===== src/rtl/disp_pkg.sv =====
package disp_pkg;
  typedef enum logic {
    SHIFT_LEFT  = 1'b0,
    SHIFT_RIGHT = 1'b1
  } shift_dir_e;
endpackage


===== src/rtl/disp_shift_chain.sv =====
module disp_shift_chain #(
  parameter int LEN = 16
) (
  input  logic           clk_sh,
  input  logic           rst_n,
  input  logic           dir_right,
  input  logic           head_in,
  input  logic           tail_in,
  output logic [LEN-1:0] stg
);
  import disp_pkg::*;

  shift_dir_e dir_e;
  logic       seen_q;

  assign dir_e = shift_dir_e'(dir_right);

  always_ff @(negedge clk_sh or negedge rst_n) begin
    if (!rst_n) begin
      stg    <= '0;
      seen_q <= 1'b0;
    end else begin
      seen_q <= 1'b1;
      if (dir_e == SHIFT_RIGHT) stg <= {stg[LEN-2:0], head_in};
      else                      stg <= {tail_in, stg[LEN-1:1]};
    end
  end

  assert_right_entry_R4: assert property (@(negedge clk_sh) disable iff (!rst_n)
    ($past(seen_q) && $past(dir_right)) |-> (stg[0] == $past(head_in)));

  assert_left_entry_R5: assert property (@(negedge clk_sh) disable iff (!rst_n)
    ($past(seen_q) && !$past(dir_right)) |-> (stg[LEN-1] == $past(tail_in)));

  assert_shift_carry_R2: assert property (@(negedge clk_sh) disable iff (!rst_n)
    ($past(seen_q) && $past(dir_right)) |-> (stg[LEN-1:1] == $past(stg[LEN-2:0])));
endmodule


===== src/rtl/disp_latch.sv =====
module disp_latch #(
  parameter int W = 64
) (
  input  logic         clk_sh,
  input  logic         rst_n,
  input  logic         load_en,
  input  logic [W-1:0] d,
  output logic [W-1:0] q
);
  logic seen_q;

  always_ff @(posedge clk_sh or negedge rst_n) begin
    if (!rst_n) begin
      q      <= '0;
      seen_q <= 1'b0;
    end else begin
      seen_q <= 1'b1;
      if (load_en) q <= d;
    end
  end

  assert_latch_load_R6: assert property (@(posedge clk_sh) disable iff (!rst_n)
    ($past(seen_q) && $past(load_en)) |-> (q == $past(d)));

  assert_latch_hold_R7: assert property (@(posedge clk_sh) disable iff (!rst_n)
    ($past(seen_q) && !$past(load_en)) |-> $stable(q));
endmodule


===== src/rtl/disp_out_stage.sv =====
module disp_out_stage #(
  parameter int W = 64
) (
  input  logic         blank,
  input  logic         pol,
  input  logic [W-1:0] lat,
  output logic [W-1:0] drv
);
  always_comb begin
    if (blank) drv = {W{pol}};
    else       drv = lat ^ {W{~pol}};
  end
endmodule


===== src/rtl/disp_col_driver.sv =====
module disp_col_driver #(
  parameter int NCHAIN = 4,
  parameter int CLEN   = 16
) (
  input  logic                   clk_sh,
  input  logic                   rst_n,
  input  logic                   dir_right,
  input  logic                   latch_en,
  input  logic                   blank,
  input  logic                   pol,
  input  logic [NCHAIN-1:0]      a_in,
  output logic [NCHAIN-1:0]      a_out,
  output logic [NCHAIN-1:0]      a_oe,
  input  logic [NCHAIN-1:0]      b_in,
  output logic [NCHAIN-1:0]      b_out,
  output logic [NCHAIN-1:0]      b_oe,
  output logic [NCHAIN*CLEN-1:0] drv
);
  localparam int W = NCHAIN * CLEN;

  logic [CLEN-1:0] chain_stg [NCHAIN];
  logic [W-1:0]    stages;
  logic [W-1:0]    lat_q;

  for (genvar c = 0; c < NCHAIN; c++) begin : g_chain
    disp_shift_chain #(.LEN(CLEN)) u_chain (
      .clk_sh   (clk_sh),
      .rst_n    (rst_n),
      .dir_right(dir_right),
      .head_in  (a_in[c]),
      .tail_in  (b_in[c]),
      .stg      (chain_stg[c])
    );
    assign a_out[c] = chain_stg[c][0];
    assign b_out[c] = chain_stg[c][CLEN-1];
    for (genvar p = 0; p < CLEN; p++) begin : g_pos
      assign stages[p*NCHAIN + c] = chain_stg[c][p];
    end
  end

  assign a_oe = {NCHAIN{~dir_right}};
  assign b_oe = {NCHAIN{dir_right}};

  disp_latch #(.W(W)) u_latch (
    .clk_sh (clk_sh),
    .rst_n  (rst_n),
    .load_en(latch_en),
    .d      (stages),
    .q      (lat_q)
  );

  disp_out_stage #(.W(W)) u_out (
    .blank(blank),
    .pol  (pol),
    .lat  (lat_q),
    .drv  (drv)
  );

  always_comb begin
    if (rst_n && blank) assert_blank_level_R8: assert (drv == {W{pol}});
  end
endmodule


===== config.mk =====
export PLATFORM = sky130hd
export DESIGN_NAME = disp_col_driver
export DESIGN_NICKNAME = d
export VERILOG_FILES = /design/src/rtl/disp_pkg.sv /design/src/rtl/disp_shift_chain.sv /design/src/rtl/disp_latch.sv /design/src/rtl/disp_out_stage.sv /design/src/rtl/disp_col_driver.sv
export SDC_FILE = /design/constraint.sdc
export NUM_CORES = 1
export LEC_CHECK = 0
export BUFFER_PORTS_ARGS = -buffer_cell sky130_fd_sc_hd__buf_4
export CAP_MARGIN = 20
export CORE_MARGIN = 2
export CORE_UTILIZATION = 30
export DETAILED_ROUTE_END_ITERATION = 6
export PLACE_DENSITY = 0.47
export SKIP_CTS_REPAIR_TIMING = 1
export SYNTH_ARGS = -nofsm -noshare
export SYNTH_HDL_FRONTEND = slang
export SYNTH_HIERARCHICAL = 1
export SYNTH_SLANG_ARGS = --single-unit

===== constraint.sdc =====
create_clock -name clk_sh -period 1.15 [get_ports clk_sh]
set_clock_uncertainty 0.1 [all_clocks]
set_input_delay 0.23 -clock clk_sh [delete_from_list [all_inputs] [get_ports clk_sh]]
set_output_delay 0.23 -clock clk_sh [all_outputs]
set_load 0.05 [all_outputs]

==> flow_summary.toml <==
[timing]
worstMarginPinSlew_ns = 0.561
hold_viol_final = 0
setup_viol = 220
tns_ns = -59.26
slew_headroom_pct = 62.5
slew_viol_final = 0
fin_ws_ns = -0.801
grt_setup_unrepaired = "yes"

[detailed_routing]
wirelength_mm = 15.7
wl_per_cell_um = 16.0
top_layer_used = "met4"
met1_length_mm = 7.52
drt_iter0_drc = 102
drtAntennaViolNets = 0
met3_length_um = 566
wl_met2_mm = 7.39
num_vias = 4013
route.detailed.drc = 0
vias_per_cell = 4.10
dr.pass1.iters = 4

[run]
max_cap_viol_count = 0

[critical_path]
cp-start-kind = "flop"
worstPathRequired_ns = 0.82
path_class = "reg -> out"
critPathMaxStageDelay_ns = 0.47
crit_fanout = 3
crit_chain = "buf_6"
critPathArrivalTime_ns = 1.62
slowest_stage = "dfrtn_1"
cpLargestDelayFamily = "flip-flops"
path_buf_inv = 1
cp-end-kind = "primary output"

[synth]
async_reset_ff_share_pct = 100
synth_seq_area_share_pct = 49.7
ys_warn_count = 6
yosys_most_used_dff = "dfrtp_1"
avgSynthCellArea_um2 = 15.3
synth_cell_types = 13
yosysTopAreaCell = "dfrtn_1"
synth_edf_count = 0
synthTopCellsByCount = "mux2_4, dfrtn_1, dfrtp_1, xor2_1, nor2_1"
yosysMostFrequentCell = "mux2_4"
syn_nets = 435
ys_ff_latch = 128
synth_area_leaders = "dfrtn_1, dfrtp_1, mux2_4"
netlist_area_um2 = 6450
netlist_instances = 421
netlist.area_leader.share_pct = 24.8

[grt]
grt_pass1_vias = 4148
grtUsageTotal_pct = 13.7
grt_antenna_before_repair = 0
grt-ovfl-total = 0
grt_max_degree = 33
grt_pass1_wl_mm = 23.2

[clocking]
cts_buffers = 17
tritoncts = "yes"
cts_htree_levels = 4
cts.sinks = 128
cts-root-buf = "clkbuf_16"
clockBufferDepth = 2
worstSkewPairLatency_ns = 0.39
clk_pin_slew_ns = 0.06

[power_and_ir_drop]
netSwitchingFraction_pct = 35.7
p_per_area_nw_per_um2 = 2460
vdd_drop_max_mv = 1.04
clock_power_share_pct = 19.0
p_leak_nw = 5.30
power_frac_comb_pct = 52.0
internal-power_mw = 18.1
p_seq_share_pct = 29.0
p_sw_mw = 10.1

[floorplanning]
dieArea_um2 = 22700
std_cell_rows = 53
die_w_um = 151
start_util_pct = 30.6
die_h_um = 151
coreArea_um2 = 21100
ios = 94

[placed_design]
gp_congestion = 0.710
port_buffers = 93
dp_cells = 879
placed_area_um2 = 9830
place_hpwl_mm = 10.5

[layout]
syn2layout_area_growth_pct = 77.8
diodes = 0
nets = 705
layout-drive-gt1-share_pct = 81.0
final_core_util_pct = 54.4
final_cell_area_um2 = 11500
n_fill_cell = 1746
stdcell_count = 979

[hold_path]
hp-class = "in -> reg"

[run_status]
violations = "negative setup slack"
status = "finished, violations left"
## area by class of cell
class	count	area, um2	share of cell area, %
clock buffer	20	457	3.98
clock inverter	12	135	1.18
inverter	1	7.51	0.0655
multi-input combinational	256	4390	38.3
sequential	128	3200	27.9
tap	275	344	3.00
timing repair buffer	287	2930	25.6
## placed cells by master (no fill, tap or decap), types with 3 or more instances in the layout
master and instances:
clkinvlp_4 5, nor2_4 64, clkinv_4 3, dfrtn_1 64
buf_12 20, clkbuf_16 23, buf_6 82, buf_8 5
buf_16 3, dfrtp_1 63, dlygate4sd3_1 6, xor2_4 63
mux2_4 127, buf_4 165
## sequential cells by signal, summed over array words and instances (netlist names)
| register | flops |
|---|---|
| g_chain.u_chain/stg | 64 |
| u_latch/q | 64 |
## power groups by stage
stage / clock network, mW / registers [mW] / logic (mW)
final: 5.34 / 8.18 / 14.7
after global routing: 5.72 / 8.40 / 15.5
after CTS: 5.48 / 8.24 / 13.1
after detailed placement: 0 / 8.27 / 13.1
after global placement: 0 / 8.26 / 12.9
after floorplan: 0 / 8.28 / 8.46
## final timing paths
check / cells past startpoint / slack (ns) / startpoint / endpoint
max in group asynchronous: 4 / -0.15 / rst_n / u_latch/q[43]$_DFFE_PN0P_
min: 2 / 0.1 / latch_en / u_latch/q[4]$_DFFE_PN0P_
max reg2reg: 2 / -0.38 / g_chain[2].u_chain/stg[15]$_DFF_NN0_ / u_latch/q[62]$_DFFE_PN0P_
max: 1 / -0.80 / g_chain[2].u_chain/stg[0]$_DFF_NN0_ / a_out[2]
min in group asynchronous: 2 / 0.14 / rst_n / g_chain[1].u_chain/stg[1]$_DFF_NN0_
min reg2reg: 1 / 0.42 / g_chain[1].u_chain/stg[15]$_DFF_NN0_ / g_chain[1].u_chain/stg[14]$_DFF_NN0_
## per-layer routing
metal	vias to the layer above	track usage (%)
met5	-	0
met4	0	4.39
met3	19	3.64
met2	79	20.3
met1	1997	19.4
li1	1918	-
## through the flow
stage	worst slack, ns	power, mW	hold slack (ns)
finish	-0.801	28.2	0.0962
global route	-0.841	29.6	0.0832
CTS	-0.842	26.8	-0.344
detailed placement	-0.645	21.3	0.108
global placement	-0.643	21.2	0.111
floorplan	-0.497	16.7	-0.166
## cells by family (layout without fill, tap and decap cells)
logic type,count (synthesis),count (layout),synth area share [%]
multiplexers,128,128,28.2
AND/OR/NAND/NOR,64,64,6.40
buffers and inverters,37,320,7.06
flip-flops,128,128,49.7
XOR/XNOR,64,64,8.69
No activity file was read; power rests on OpenSTA's default activity.
